--- src/rtl/yuvf_pkg.sv ---
package yuvf_pkg;
  localparam int unsigned PIX_W   = 8;
  localparam int unsigned GRP_MAX = 4;

  typedef enum logic [1:0] {
    LAY_444 = 2'd0,
    LAY_422 = 2'd1,
    LAY_411 = 2'd2
  } layout_e;
endpackage

--- src/rtl/yuvf_phase.sv ---
module yuvf_phase
  import yuvf_pkg::*;
#(
  parameter int unsigned W   = PIX_W,
  parameter int unsigned GRP = GRP_MAX,
  localparam int unsigned PW = $clog2(GRP)
) (
  input  logic          clk,
  input  logic          rst_n,
  input  logic          accept,
  input  logic          sol,
  input  layout_e       lay,
  input  logic [PW-1:0] sel,
  input  logic [W-1:0]  u_in,
  input  logic [W-1:0]  v_in,
  output logic [PW-1:0] phase,
  output logic [W-1:0]  ku_eff,
  output logic [W-1:0]  kv_eff
);
  logic [PW-1:0] cnt_q;
  logic [PW-1:0] mask;
  logic [W-1:0]  ku_q, kv_q;
  logic          hit;

  // group size follows layout: full group in 4:1:1, pairs otherwise
  assign mask   = (lay == LAY_411) ? PW'(GRP - 1) : PW'(1);
  assign phase  = (sol ? '0 : cnt_q) & mask;
  assign hit    = (phase == (sel & mask));
  assign ku_eff = hit ? u_in : ku_q;
  assign kv_eff = hit ? v_in : kv_q;

  always_ff @(posedge clk or negedge rst_n) begin
    if (!rst_n) begin
      cnt_q <= '0;
      ku_q  <= '0;
      kv_q  <= '0;
    end else if (accept) begin
      cnt_q <= (phase + PW'(1)) & mask;
      if (hit) begin
        ku_q <= u_in;
        kv_q <= v_in;
      end
    end
  end
endmodule

--- src/rtl/yuvf_pack.sv ---
module yuvf_pack
  import yuvf_pkg::*;
#(
  parameter int unsigned W   = PIX_W,
  parameter int unsigned GRP = GRP_MAX,
  localparam int unsigned PW  = $clog2(GRP),
  localparam int unsigned SL  = W / GRP,
  localparam int unsigned BLK = 1 << (W - 4)
) (
  input  logic          accept,
  input  layout_e       lay,
  input  logic [PW-1:0] phase,
  input  logic          v_first,
  input  logic          offbin,
  input  logic          keep_black,
  input  logic [W-1:0]  y_in,
  input  logic [W-1:0]  u_in,
  input  logic [W-1:0]  v_in,
  input  logic [W-1:0]  ku_eff,
  input  logic [W-1:0]  kv_eff,
  output logic          o_vld,
  output logic [W-1:0]  o_y,
  output logic [W-1:0]  o_c,
  output logic [W-1:0]  o_v
);
  function automatic logic [W-1:0] code(input logic [W-1:0] x, input logic ob);
    code = ob ? {~x[W-1], x[W-2:0]} : x;
  endfunction

  logic [W:0]   y_sum;
  logic [W-1:0] y_lift;
  logic [W-1:0] cu, cv, first_c, second_c;
  logic [SL-1:0] u_sl, v_sl;

  assign y_sum  = {1'b0, y_in} + (W+1)'(BLK);
  assign y_lift = y_sum[W] ? '1 : y_sum[W-1:0];

  assign cu       = code(ku_eff, offbin);
  assign cv       = code(kv_eff, offbin);
  assign first_c  = v_first ? cv : cu;
  assign second_c = v_first ? cu : cv;

  always_comb begin
    u_sl = '0;
    v_sl = '0;
    for (int i = 0; i < int'(GRP); i++) begin
      if (phase == PW'(i)) begin
        u_sl = cu[W-1-SL*i -: SL];
        v_sl = cv[W-1-SL*i -: SL];
      end
    end
  end

  always_comb begin
    o_vld = 1'b0;
    o_y   = '0;
    o_c   = '0;
    o_v   = '0;
    if (accept) begin
      o_vld = 1'b1;
      o_y   = keep_black ? y_in : y_lift;
      unique case (lay)
        LAY_444: begin
          o_c = code(u_in, offbin);
          o_v = code(v_in, offbin);
        end
        LAY_422: o_c = phase[0] ? second_c : first_c;
        LAY_411: begin
          o_c[W-1 -: SL]   = u_sl;
          o_c[W/2-1 -: SL] = v_sl;
        end
        default: o_c = '0;
      endcase
    end
  end
endmodule

--- src/rtl/yuvf_tap_delay.sv ---
module yuvf_tap_delay #(
  parameter int unsigned W     = 8,
  parameter int unsigned DEPTH = 4,
  localparam int unsigned SW   = $clog2(DEPTH + 1)
) (
  input  logic          clk,
  input  logic          rst_n,
  input  logic          en,
  input  logic [W-1:0]  d,
  input  logic [SW-1:0] sel,
  output logic [W-1:0]  q
);
  logic [W-1:0] stage_q [DEPTH];

  generate
    for (genvar g = 0; g < int'(DEPTH); g++) begin : g_stage
      always_ff @(posedge clk or negedge rst_n) begin
        if (!rst_n)  stage_q[g] <= '0;
        else if (en) stage_q[g] <= (g == 0) ? d : stage_q[(g == 0) ? 0 : g - 1];
      end
    end
  endgenerate

  always_comb begin
    q = d;
    for (int i = 0; i < int'(DEPTH); i++) begin
      if (sel == SW'(i + 1)) q = stage_q[i];
    end
  end
endmodule

--- src/rtl/yuv_subsample_fmt.sv ---
module yuv_subsample_fmt
  import yuvf_pkg::*;
#(
  parameter int unsigned W        = PIX_W,
  parameter int unsigned GRP      = GRP_MAX,
  parameter int unsigned YDLY_MAX = 3,
  parameter int unsigned CDLY_MAX = 1,
  localparam int unsigned PW  = $clog2(GRP),
  localparam int unsigned YDW = $clog2(YDLY_MAX + 1),
  localparam int unsigned YD  = YDLY_MAX + 1,
  localparam int unsigned YSW = $clog2(YD + 1),
  localparam int unsigned CSW = $clog2(CDLY_MAX + 1),
  localparam int unsigned CW  = 1 + 2 * W
) (
  input  logic           clk,
  input  logic           rst_n,
  input  logic           in_valid,
  output logic           in_ready,
  input  logic           in_sol,
  input  logic [W-1:0]   in_y,
  input  logic [W-1:0]   in_u,
  input  logic [W-1:0]   in_v,
  output logic           out_valid,
  input  logic           out_ready,
  output logic [W-1:0]   out_y,
  output logic [W-1:0]   out_c,
  output logic [W-1:0]   out_v,
  input  logic           cfg_fmt_en,
  input  logic           cfg_mode411,
  input  logic [PW-1:0]  cfg_phase,
  input  logic           cfg_offbin,
  input  logic           cfg_keep_black,
  input  logic           cfg_v_first,
  input  logic [YDW-1:0] cfg_ydly,
  input  logic           cfg_yx,
  input  logic           cfg_cx
);
  logic          step, accept;
  layout_e       lay;
  logic [PW-1:0] phase;
  logic [W-1:0]  ku_eff, kv_eff;
  logic          f_vld;
  logic [W-1:0]  f_y, f_c, f_v;
  logic          s1_vld;
  logic [W-1:0]  s1_y, s1_c, s1_v;
  logic [YSW-1:0] y_sel;
  logic [CSW-1:0] c_sel;
  logic [CW-1:0]  c_out;

  // whole pipeline moves only when downstream takes a beat
  assign step     = out_ready;
  assign in_ready = out_ready;
  assign accept   = in_valid && step;

  assign lay = !cfg_fmt_en ? LAY_444 : (cfg_mode411 ? LAY_411 : LAY_422);

  yuvf_phase #(.W(W), .GRP(GRP)) u_phase (
    .clk    (clk),
    .rst_n  (rst_n),
    .accept (accept),
    .sol    (in_sol),
    .lay    (lay),
    .sel    (cfg_phase),
    .u_in   (in_u),
    .v_in   (in_v),
    .phase  (phase),
    .ku_eff (ku_eff),
    .kv_eff (kv_eff)
  );

  yuvf_pack #(.W(W), .GRP(GRP)) u_pack (
    .accept     (accept),
    .lay        (lay),
    .phase      (phase),
    .v_first    (cfg_v_first),
    .offbin     (cfg_offbin),
    .keep_black (cfg_keep_black),
    .y_in       (in_y),
    .u_in       (in_u),
    .v_in       (in_v),
    .ku_eff     (ku_eff),
    .kv_eff     (kv_eff),
    .o_vld      (f_vld),
    .o_y        (f_y),
    .o_c        (f_c),
    .o_v        (f_v)
  );

  always_ff @(posedge clk or negedge rst_n) begin
    if (!rst_n) begin
      s1_vld <= 1'b0;
      s1_y   <= '0;
      s1_c   <= '0;
      s1_v   <= '0;
    end else if (step) begin
      s1_vld <= f_vld;
      s1_y   <= f_y;
      s1_c   <= f_c;
      s1_v   <= f_v;
    end
  end

  assign y_sel = YSW'(cfg_ydly) + YSW'(cfg_yx);
  assign c_sel = CSW'(cfg_cx);

  yuvf_tap_delay #(.W(W), .DEPTH(YD)) u_ydly (
    .clk   (clk),
    .rst_n (rst_n),
    .en    (step),
    .d     (s1_y),
    .sel   (y_sel),
    .q     (out_y)
  );

  yuvf_tap_delay #(.W(CW), .DEPTH(CDLY_MAX)) u_cdly (
    .clk   (clk),
    .rst_n (rst_n),
    .en    (step),
    .d     ({s1_vld, s1_c, s1_v}),
    .sel   (c_sel),
    .q     (c_out)
  );

  assign out_valid = c_out[CW-1];
  assign out_c     = c_out[2*W-1:W];
  assign out_v     = c_out[W-1:0];
endmodule

--- config.mk ---
export PLATFORM = sky130hd
export DESIGN_NAME = yuv_subsample_fmt
export DESIGN_NICKNAME = d
export VERILOG_FILES = /design/src/rtl/yuvf_pkg.sv /design/src/rtl/yuvf_phase.sv /design/src/rtl/yuvf_pack.sv /design/src/rtl/yuvf_tap_delay.sv /design/src/rtl/yuv_subsample_fmt.sv
export SDC_FILE = /design/constraint.sdc
export NUM_CORES = 1
export LEC_CHECK = 0
export BUFFER_PORTS_ARGS = -buffer_cell sky130_fd_sc_hd__buf_2
export CORE_MARGIN = 2
export CORE_UTILIZATION = 31
export CTS_CLUSTER_DIAMETER = 40
export CTS_CLUSTER_SIZE = 24
export DETAILED_ROUTE_END_ITERATION = 10
export PLACE_DENSITY_LB_ADDON = 0.05
export REMOVE_ABC_BUFFERS = 1
export SYNTH_ARGS = -nofsm -noshare
export SYNTH_HDL_FRONTEND = slang
export SYNTH_SLANG_ARGS = --single-unit
--- constraint.sdc ---
create_clock -name clk -period 2.6 [get_ports clk]
set_clock_uncertainty 0.15 [all_clocks]
set_input_delay 0 -clock clk [delete_from_list [all_inputs] [get_ports clk]]
set_output_delay 0 -clock clk [all_outputs]
set_load 0.05 [all_outputs]
# ---- Word-level counts from Yosys, hierarchy flattened
# Cells that the tools add are included.
dict set report op_classes {
  n_eq_ne 10
  multipliers 0
  shift 0
  bitwise_logic 7
  addsub 3
  n_lt_le_gt_ge 0
  n_reduce_logical 3
  mux 37
  div 0
}
# cell n
set op_table {}
lappend op_table {{$mux W8} 19}
lappend op_table {{$mux W2} 12}
lappend op_table {{$mux W17} 1}
lappend op_table {{$pmux W2 S3} 2}
lappend op_table {{$add A8 B5 Y9 const B} 1}
lappend op_table {{$pmux W2 S2} 2}
lappend op_table {{$and A2 B2 Y2} 3}
lappend op_table {{$eq A2 B2 Y1 const B} 3}
lappend op_table {{$eq A3 B2 Y1 const B} 2}
lappend op_table {{$eq A2 B1 Y1 const B} 2}
lappend op_table {{$logic_not A2 Y1} 2}
lappend op_table {{$not A1 Y1} 4}
lappend op_table {{$add A2 B1 Y3} 1}
lappend op_table {{$eq A3 B1 Y1 const B} 1}
lappend op_table {{$eq A3 B3 Y1 const B} 1}
lappend op_table {{$add A2 B1 Y2 const B} 1}
lappend op_table {{$eq A2 B2 Y1} 1}
lappend op_table {{$logic_and A1 B1 Y1} 1}
lappend op_table {{$mux W1} 1}
dict set report totals {
  rom_bits 0
  output_inout_bits 26
  word_cells 72
  mem_count 0
  mem_bits_rw 0
  latchBits 0
  ff_bits 92
  inputBits 40
}

# ---- Longest topological paths before layout
# Gate-level depths: netlist of the first run.
dict set report logic_depth {
  depth_word 15
  depth_mapped 10
  ltp_nobuf 9
}

# ---- By module
# Synthesis of the first run repeated with hierarchy kept, for this count alone.
dict set report unflattened {
  cells_unflattened 404
  hier_area_um2 5330.1
}
# mod area_each_um2 cells_each seq_area_each_um2 n_inst
set modules_own_cells {}
lappend modules_own_cells {{yuvf_tap_delay (u_ydly)} 1632.8 134 800.8 1}
lappend modules_own_cells {yuv_subsample_fmt 1081.0 59 625.6 1}
lappend modules_own_cells {yuvf_phase 1028.5 66 450.4 1}
lappend modules_own_cells {{yuvf_tap_delay (u_cdly)} 945.9 55 425.4 1}
lappend modules_own_cells {yuvf_pack 641.9 90 0.0 1}

# ---- Worst setup path after synthesis of the first run
# Ideal clock, no wire load.
dict set report synth_timing {
  path_kind {input -> output}
  startpoint {input port cfg_ydly[0]}
  endpoint {output port out_y[0]}
  t_required_ns 2.450
  slack_ns 0.282
  path_buffers 1
  arrival_ns 2.168
  stages 6
  cell_sequence {ha_1 -> ha_1 -> buf_1 -> nor2_1 -> mux2i_1 -> a21oi_1}
}
dict set report synth_via {
  elab_chain_len 6
  elab_cells_between_ends 9
  cone_classes {1 x add/sub; 4 x eq/ne; 4 x mux}
}
# element line
set synth_rtl {}
lappend synth_rtl {{from (decl)} yuv_subsample_fmt.sv:34} ;# input logic [YDW-1:0] cfg_ydly,
lappend synth_rtl {{$add A2 B1 Y3 (*)} yuv_subsample_fmt.sv:103} ;# assign y_sel = YSW'(cfg_ydly) + YSW'(cfg_yx);
lappend synth_rtl {{$eq A3 B1 Y1} yuvf_tap_delay.sv:27} ;# if (sel == SW'(i + 1)) q = stage_q[i];
lappend synth_rtl {{$mux W8 (3 in series)} yuvf_tap_delay.sv:27}
lappend synth_rtl {{$mux W8 (*)} yuvf_tap_delay.sv:27}
lappend synth_rtl {{to (decl)} yuv_subsample_fmt.sv:25} ;# output logic [W-1:0] out_y,
# Mark *: on every way between the ends. The rest lies on a longest branch, timed or not.

# ---- Worst setup path in the final report of the first run
dict set report layout_timing {
  startpoint {register u_phase.cnt_q[0]}
  endpoint {register s1_c[7]}
}
dict set report layout_via {
  elab_chain_len 12
  elab_cells_between_ends 22
  cone_classes {4 x eq/ne; 14 x mux; 3 x bitwise; 1 x reduce/logical}
}
# element line
set layout_rtl {}
lappend layout_rtl {{from (decl)} yuvf_phase.sv:20} ;# logic [PW-1:0] cnt_q;
lappend layout_rtl {{from (signal assigned)} yuvf_phase.sv:38} ;# cnt_q <= (phase + PW'(1)) & mask;
lappend layout_rtl {{$mux W2 (*)} yuvf_phase.sv:27} ;# assign phase = (sol ? '0 : cnt_q) & mask;
lappend layout_rtl {{$and A2 B2 Y2 (*)} yuvf_phase.sv:27}
lappend layout_rtl {{$eq A2 B2 Y1} yuvf_phase.sv:28} ;# assign hit = (phase == (sel & mask));
lappend layout_rtl {{$mux W8} yuvf_phase.sv:29} ;# assign ku_eff = hit ? u_in : ku_q;
lappend layout_rtl {{$not A1 Y1} yuvf_pack.sv:27} ;# code = ob ? {~x[W-1], x[W-2:0]} : x;
lappend layout_rtl {{$mux W8} yuvf_pack.sv:27}
lappend layout_rtl {{$mux W2 (4 in series)} yuvf_pack.sv:47} ;# if (phase == PW'(i)) begin
lappend layout_rtl {{$pmux W2 S3 (*)} yuvf_pack.sv:62} ;# unique case (lay)
lappend layout_rtl {{$mux W8 (*)} yuvf_pack.sv:59} ;# if (accept) begin
lappend layout_rtl {{to (signal assigned)} yuv_subsample_fmt.sv:93} ;# s1_c <= '0;
lappend layout_rtl {{to (signal assigned)} yuv_subsample_fmt.sv:98} ;# s1_c <= f_c;
lappend layout_rtl {{to (decl)} yuv_subsample_fmt.sv:45} ;# logic [W-1:0] s1_y, s1_c, s1_v;
# Marked as above.
# A chain may end at the register's enable or synchronous reset.

==> results.toml, run 1 <==
[status]
status = "complete, no violations"

[critical_path]
r2r_start = "u_phase.cnt_q[0]$_DFFE_PN0P_"
path_class = "flip-flop to flip-flop"
arrival_ns = 2.41
cp-start-kind = "flip-flop"
path_cells = "nor2b_4 -> xnor2_4 -> o21ai_2 -> mux2_4 -> a221o_1 -> o32ai_1 -> a22oi_1"
startpoint = "u_phase.cnt_q[0]$_DFFE_PN0P_"
end_kind = "flip-flop"
slowest_delay_ns = 0.38
cp_slowest_cell = "dfrtp_1"
required_ns = 2.65
crit_fanout = 10

[cells_and_area]
fill_cells = 1609
final_net_count = 577
antenna_cells = 0
final_cell_mix = "dfrtp_1, mux2_2, buf_2, nand2_1, dlygate4sd3_1"
multiInputGateArea_um2 = 2390
syn_to_final_growth_pct = 24.1
final_common_cell = "dfrtp_1"
layout-drive-gt1-share = 0.333
layout.area.seq_um2 = 2300

[drt]
first_pass_iters = 4
num_vias = 3606
first_iter_violations = 128
via_per_inst = 4.80
wl_per_cell_um = 16.4
drcViolationCount = 0
antenna_left = 0
wirelength_um = 12300

[cts]
clk_path_buf_depth = 2
cts_tree = "built"
cts.sinks = 92
cts_buffers = 9
ctsResizeCount = 0
clkTransAtPathRegs_ns = 0.07
clk_latency_ns = 0.34
htree_levels = 3
clockRootBuffer = "clkbuf_16"

[timing]
rsz0062_at_grt = "no"
fin_ws_ns = 0.235
drv_slew = 0
fmaxAchievable_ghz = 0.423
period_minus_slack_ns = 2.37
max_slew.worst_pin.slew_ns = 0.945
fin_crit_sh = 0.910
hold_viol = 0
slew-limit-headroom = 0.370
setup_viol = 0
fin_tns_setup_ns = 0

[floorplan]
fp-row-count = 46
die_x_um = 130
core_region_area_um2 = 15700
start_util = 0.315
die_h_um = 130
dieArea_um2 = 17000
pin_count = 66

[power]
p_total_mw = 4.25
p_leak_nw = 2.80
ir_drop_mv = 0.372
powerDensity_nw_per_um2 = 693

[global_routing]
grt_max_degree = 77
overflow = 0
grt_pass1_vias = 3645
antenna_found_initial = 0
track_usage = 0.156
grt_pass1_wl_um = 20000

[hold_path]
worstHoldPathType = "input port to flip-flop"
hold_start = "cfg_keep_black"

[logic_synthesis]
syn_area_per_cell_um2 = 11.3
yosys_warnings = 0
synth_edf_count = 0
synthTopCellsByArea = "dfrtp_1, mux2_2, mux2i_1"
synth_ff_type = "dfrtp_1"
ys_types = 51
yosys.area.top_type = "dfrtp_1"
ys_seq_area_frac = 0.466
syn_inst = 436
netlist_area_um2 = 4940
synth_top_area_frac = 0.466
ys_ff_latch = 92
async_reset_ff_frac = 1.00

[place]
gp_congestion = 0.838
hpwl_um = 8290
numPortBuffers = 65
place_ws_ns = 0.249

[flow_run]
cap_violations = 0
[worst max-delay path, delay by kind of cell, from the launching register on]
kind	cells	cell delay [ns]
and+or+nand+nor	1	0.35
xor gates and xnor gates	1	0.18
muxes	1	0.32
DFF	1	0.38
AOI/OAI and AO/OA	4	0.83
[cell families (layout without fill, tap and decap cells)]
group,after synthesis,in the layout,synth area share
multiplexers,104,104,0.252
flip-flops,92,92,0.466
XOR/XNOR,9,9,0.0213
AND/OR/NAND/NOR,91,91,0.0894
buffers and inverters,52,151,0.0504
adder cells (fa/ha/maj),7,7,0.0177
AO/OA/AOI/OAI,81,81,0.103
[layer usage]
metal	share of wire	up-vias	track usage
met5	0	-	0
met4	0.018	0	0.0582
met3	0.026	16	0.0258
met2	0.50	58	0.273
met1	0.45	1793	0.193
li1	-	1739	-
[area by class of cell]
type,instances,share of cell area
multi-input combinational,292,0.390
sequential,92,0.375
timing repair buffer,110,0.127
tap,216,0.0441
clock buffer,10,0.0373
inverter,25,0.0153
clock inverter,6,0.0114
[what timing repair did]
action / 4_1_cts / 5_1_grt
endpoints found under the hold margin: 100 / 0
setup buffers: 0 / 0
hold buffers: 35 / 0
[per-stage QoR]
stage                     hold WS (ns)  cell area [um^2]   util  instances
after floorplan                 -0.446              4790      -        409
after global placement         -0.0835              5490  0.349        700
after detailed placement       -0.0798              5490  0.349        700
after CTS                       0.0132              6130  0.390        751
after global routing            0.0416              6130  0.390        751
final                          0.00659              6130  0.390        751
[sequential cells by signal, indices dropped and copies added (netlist names)]
name	flops
s1_c	8
u_cdly.stage_q	17
u_ydly.stage_q	32
u_phase.cnt_q	2
s1_y	8
u_phase.kv_q	8
s1_vld	1
s1_v	8
u_phase.ku_q	8
[synthesized netlist by cell type (2+ instances only)]
cell and n:
nand3_1 5, mux2i_1 24, buf_4 5, nor3b_1 2, buf_2 2, nor2_1 23, a21oi_1 11, a221o_1 5
o21ai_0 32, buf_6 2, dfrtp_1 92, a211oi_1 3, ha_1 7, clkbuf_1 12, nor2b_1 10, nand2_1 35
mux2_2 70, xnor2_1 3, nand2b_1 5, o2111ai_1 3, mux4_2 9, a22oi_1 2, inv_1 25, o32ai_1 2
o21ai_1 2, or2_2 2, o22ai_1 11, buf_1 4, nand3b_1 3, xor2_1 4
[report_power, final]
| group | leakage, nW | internal (mW) | total [mW] | switching (mW) |
|---|---|---|---|---|
| Sequential | 1.19 | 1.66 | 1.80 | 0.143 |
| Clock | 0.136 | 0.753 | 1.35 | 0.600 |
| Combinational | 1.47 | 0.491 | 1.10 | 0.605 |
| Total | 2.80 | 2.90 | 4.25 | 1.35 |
[worst paths after layout]
check | slack, ns | cells past startpoint | end
worst max-delay path | 0.23 | 7 | s1_c[7]$_DFFE_PN0P_
worst min-delay path | 0.007 | 4 | s1_y[2]$_DFFE_PN0P_
worst max register to register | 0.23 | 7 | s1_c[7]$_DFFE_PN0P_
worst min register to register | 0.36 | 1 | u_cdly.stage_q[12]$_DFFE_PN0P_
max in group asynchronous | 1.54 | 3 | s1_y[2]$_DFFE_PN0P_
min in group asynchronous | 0.07 | 2 | u_ydly.stage_q[15]$_DFFE_PN0P_
No activity file was read; power rests on OpenSTA's default activity.
==> run 2, diff against run 1 <==
--- a/config.mk
+++ b/config.mk
@@ -5,7 +5,7 @@
 export SDC_FILE = /design/constraint.sdc
 export NUM_CORES = 1
 export LEC_CHECK = 0
-export BUFFER_PORTS_ARGS = -buffer_cell sky130_fd_sc_hd__buf_2
+export BUFFER_PORTS_ARGS = -buffer_cell sky130_fd_sc_hd__buf_4
 export CORE_MARGIN = 2
 export CORE_UTILIZATION = 31
 export CTS_CLUSTER_DIAMETER = 40
@@ -13,6 +13,7 @@
 export DETAILED_ROUTE_END_ITERATION = 10
 export PLACE_DENSITY_LB_ADDON = 0.05
 export REMOVE_ABC_BUFFERS = 1
+export SKIP_CTS_REPAIR_TIMING = 1
 export SYNTH_ARGS = -nofsm -noshare
 export SYNTH_HDL_FRONTEND = slang
 export SYNTH_SLANG_ARGS = --single-unit
==> results.toml, run 2 (synthesis gave the netlist of run 1 again) <==
[status]
status = "finished, violations left"
violations = "hold timing"

[drt]
maxUsedRoutingLayer = "met4"
wl_per_cell_um = 16.6
wirelength_um = 12500
first_iter_violations = 230
num_vias = 3573
drcViolationCount = 0
met1_length_um = 5820
first_pass_iters = 4
wl_met3_um = 343
antenna_left = 0
via_per_inst = 4.75
dr_wl_met2_um = 6110

[timing]
rsz0062_at_grt = "no"
fmaxAchievable_ghz = 0.418
max_slew.worst_pin.slew_ns = 1.03
drv_slew = 0
setup_viol = 0
period_minus_slack_ns = 2.39
holdWs_ns = -0.0686
hold_viol = 4
slew-limit-headroom = 0.310
fin_crit_sh = 0.920

[cells_and_area]
syn_to_final_growth_pct = 28.1
fin_area_um2 = 6330
largest_reg_flops = 32
layout-drive-gt1-share = 0.336
final_common_cell = "dfrtp_1"
antenna_cells = 0
max_flop_register = "u_ydly.stage_q"
final_net_count = 578
largestRegisters = "u_ydly.stage_q x32, u_cdly.stage_q x17"
final_cell_mix = "dfrtp_1, buf_4, mux2_2, nand2_1, dlygate4sd3_1"

[place]
placed_cell_area_um2 = 5650
hpwl_um = 8330
numPortBuffers = 65
gp_congestion = 0.838

[power]
clkPwrFrac = 0.342
p_leak_nw = 2.86
power.share.switching = 0.301
comb_power_share = 0.256
seqPwrFrac = 0.401
powerDensity_nw_per_um2 = 710
ir_drop_mv = 0.316
p_sw_mw = 1.35
internal_power_mw = 3.14

[critical_path]
required_ns = 2.69
path_class = "flip-flop to flip-flop"
crit_fanout = 12
end_kind = "flip-flop"
cp-start-kind = "flip-flop"
rrSetupSlack_ns = 0.21
arrival_ns = 2.48

[cts]
clk_path_buf_depth = 2
clkTransAtPathRegs_ns = 0.07
clockRootBuffer = "clkbuf_16"
htree_levels = 3
cts_tree = "built"
clk_latency_ns = 0.35
cts_buffers = 9
cts.sinks = 92

[floorplan]
start_util = 0.315
die_x_um = 130
die_h_um = 130
core_region_area_um2 = 15700
fp-row-count = 46
pin_count = 66
dieArea_um2 = 17000

[global_routing]
antenna_found_initial = 0
grt_pass1_vias = 3561
track_usage = 0.154
overflow = 0
grt_pass1_wl_um = 19500
grt_max_degree = 59

[hold_path]
worstHoldPathType = "input port to flip-flop"

[flow_run]
cap_violations = 0
-- run 2: critical path, cell delays in order (launching register included) --
cell and delay (ns):
dfrtp_1 0.39, nor2b_4 0.36, xnor2_4 0.13, o21ai_2 0.11
buf_4 0.27, mux2i_1 0.27, xor2_1 0.19, o221ai_1 0.14
a311o_1 0.27
-- run 2: cell type report --
| class | instances | area (um^2) |
|---|---|---|
| clock buffers | 10 | 229 |
| clock inverters | 6 | 111 |
| fillers | 1576 | 9380 |
| inverters | 25 | 93.8 |
| multi-input cells | 292 | 2390 |
| flip-flops and latches | 92 | 2300 |
| well taps | 216 | 270 |
| repair buffers | 111 | 931 |
-- run 2: path summary, 6_finish.rpt --
check / start / endpoint / cells after the start
max in group asynchronous: rst_n / u_phase.cnt_q[1]$_DFFE_PN0P_ / 3
worst min-delay path: cfg_keep_black / s1_y[6]$_DFFE_PN0P_ / 4
worst min register to register: u_cdly.stage_q[12]$_DFFE_PN0P_ / u_cdly.stage_q[12]$_DFFE_PN0P_ / 1
worst max register to register: u_phase.cnt_q[0]$_DFFE_PN0P_ / s1_c[3]$_DFFE_PN0P_ / 8
min in group asynchronous: rst_n / u_ydly.stage_q[7]$_DFFE_PN0P_ / 2
worst max-delay path: u_phase.cnt_q[0]$_DFFE_PN0P_ / s1_c[3]$_DFFE_PN0P_ / 8
-- run 2: power by group through the flow --
stage          Combinational, mW  Sequential [mW]  Clock [mW]
2_1_floorplan              0.766             1.78           0
3_3_place_gp                1.11             1.83           0
3_5_place_dp                1.12             1.83           0
4_1_cts                     1.13             1.80        1.59
5_1_grt                     1.25             1.84        1.65
6_report                    1.15             1.80        1.54
-- run 2: routing by layer --
metal	GRT usage	vias to the layer above
met4	0.0639	0
met3	0.0254	14
met5	0	-
met2	0.253	64
met1	0.201	1749
li1	-	1746
-- run 2: per-stage QoR --
step	power [mW]	util	setup TNS, ns	setup slack, ns	instances
after floorplan	2.55	-	-0.158	-0.158	409
after global placement	2.94	0.359	0	0.297	702
after detailed placement	2.95	0.359	0	0.198	702
after CTS	4.51	0.381	0	0.202	718
after global routing	4.74	0.403	0	0.0945	752
final	4.49	0.403	0	0.208	752
==> run 3, diff against run 2 <==
--- a/config.mk
+++ b/config.mk
@@ -5,7 +5,7 @@
 export SDC_FILE = /design/constraint.sdc
 export NUM_CORES = 1
 export LEC_CHECK = 0
-export BUFFER_PORTS_ARGS = -buffer_cell sky130_fd_sc_hd__buf_4
+export BUFFER_PORTS_ARGS = -buffer_cell sky130_fd_sc_hd__buf_2
 export CORE_MARGIN = 2
 export CORE_UTILIZATION = 31
 export CTS_CLUSTER_DIAMETER = 40
==> results.toml, run 3 (synthesis gave the netlist of run 1 again) <==
[cells_and_area]
largestRegisters = "u_ydly.stage_q x32, u_cdly.stage_q x17"
fin_area_um2 = 6090
max_flop_register = "u_ydly.stage_q"
final_common_cell = "dfrtp_1"
largest_reg_flops = 32
layout-drive-gt1-share = 0.335
fill_cells = 1614
final_cell_mix = "dfrtp_1, mux2_2, buf_2, nand2_1, o21ai_0"
antenna_cells = 0
instances_no_fill = 747
final_net_count = 573
syn_to_final_growth_pct = 23.3

[critical_path]
cp-start-kind = "flip-flop"
arrival_ns = 2.42
slowest_delay_ns = 0.38
required_ns = 2.65
r2r_start = "u_phase.cnt_q[0]$_DFFE_PN0P_"
reg2regPathDepth = 7
end_kind = "flip-flop"
path_cells = "nor2b_4 -> xnor2_4 -> o21ai_2 -> mux2_4 -> a221o_1 -> o32ai_1 -> a22oi_1"
path_delay_family = "compound AO/OA/AOI/OAI gates"
cp_num_buf_inv = 0
rrSetupSlack_ns = 0.23
cp_slowest_cell = "dfrtp_1"
path_class = "flip-flop to flip-flop"
reg2reg_to = "s1_c[7]$_DFFE_PN0P_"
crit_fanout = 10

[place]
hpwl_um = 8290
numPortBuffers = 65
place_inst = 700
placed_cell_area_um2 = 5490
gp_congestion = 0.838
place_ws_ns = 0.249

[timing]
drv_slew = 0
setup_viol = 0
max_slew.worst_pin.slew_ns = 0.937
hold_viol = 4
fin_crit_sh = 0.913
fmaxAchievable_ghz = 0.421
holdWs_ns = -0.0353
slew-limit-headroom = 0.375
fin_ws_ns = 0.225
period_minus_slack_ns = 2.37
rsz0062_at_grt = "no"

[status]
status = "finished, violations left"
violations = "hold timing"

[hold_path]
hold_start = "cfg_keep_black"
min_delay_path_depth = 4
worstHoldPathType = "input port to flip-flop"
min_to = "s1_y[6]$_DFFE_PN0P_"

[power]
ir_drop_mv = 0.373
powerDensity_nw_per_um2 = 697
p_leak_nw = 2.78
p_total_mw = 4.25

[floorplan]
fp-row-count = 46
die_h_um = 130
die_x_um = 130
core_region_area_um2 = 15700
pin_count = 66
dieArea_um2 = 17000
start_util = 0.315

[global_routing]
grt_pass1_vias = 3498
grt_pass1_wl_um = 19500
track_usage = 0.153
grt_max_degree = 77
overflow = 0
antenna_found_initial = 0

[drt]
num_vias = 3594
antenna_left = 0
first_pass_iters = 4
wl_per_cell_um = 16.5
drcViolationCount = 0
first_iter_violations = 124
via_per_inst = 4.81
wirelength_um = 12300

[cts]
cts_tree = "built"
htree_levels = 3
cts.sinks = 92
clk_latency_ns = 0.35
clkTransAtPathRegs_ns = 0.07
cts_buffers = 9
clk_path_buf_depth = 2
clockRootBuffer = "clkbuf_16"

[flow_run]
cap_violations = 0
[run 3: cell types whose count changed in the layout (fill, tap and decap cells not counted), sizes merged]
cell | before | now
buf | 77 | 75
clkinv | 1 | 0
dlygate4sd3 | 34 | 31
bufinv | 3 | 1
clkinvlp | 1 | 3
inv | 26 | 27
[run 3: stage by stage]
stage                     hold WS (ns)  setup TNS (ns)   util
after floorplan                 -0.446          -0.158      -
after global placement         -0.0835               0  0.349
after detailed placement       -0.0798               0  0.349
after CTS                       -0.460               0  0.368
after global routing            0.0206               0  0.388
final                          -0.0353               0  0.388
[run 3: layout make-up]
type	count	area (um^2)	area share
multi-input cells	292	2390	0.392
flip-flops and latches	92	2300	0.378
repair buffers	106	738	0.121
well taps	216	270	0.0443
clock buffers	10	229	0.0376
inverters	25	93.8	0.0154
clock inverters	6	70.1	0.0115
[run 3: worst register-to-register path, stage by stage (launching register included)]
cell and delay [ns]:
dfrtp_1 0.38, nor2b_4 0.35, xnor2_4 0.19, o21ai_2 0.13
mux2_4 0.32, a221o_1 0.34, o32ai_1 0.27, a22oi_1 0.10
[run 3: worst max-delay path by stage]
stage                                       from                   to  slack [ns]  cells past startpoint
floorplan           u_phase.cnt_q[1]$_DFFE_PN0P_  s1_c[7]$_DFFE_PN0P_       -0.16                      7
global placement    u_phase.cnt_q[0]$_DFFE_PN0P_  s1_c[7]$_DFFE_PN0P_        0.28                      7
detailed placement  u_phase.cnt_q[0]$_DFFE_PN0P_  s1_c[7]$_DFFE_PN0P_        0.25                      7
CTS                 u_phase.cnt_q[0]$_DFFE_PN0P_  s1_c[7]$_DFFE_PN0P_        0.23                      7
global route        u_phase.cnt_q[0]$_DFFE_PN0P_  s1_c[2]$_DFFE_PN0P_        0.04                      8
finish              u_phase.cnt_q[0]$_DFFE_PN0P_  s1_c[7]$_DFFE_PN0P_        0.23                      7
[run 3: layer usage]
layer,track usage,up-vias,share of wire
li1,-,1733,-
met1,0.191,1787,0.45
met2,0.265,61,0.50
met3,0.0258,13,0.024
met4,0.0582,0,0.017
met5,0,-,0
[run 3: power breakdown]
group,switching (mW),internal [mW],leakage [nW],total (mW)
Clock,0.602,0.753,0.136,1.36
Sequential,0.144,1.66,1.19,1.80
Combinational,0.604,0.487,1.46,1.09
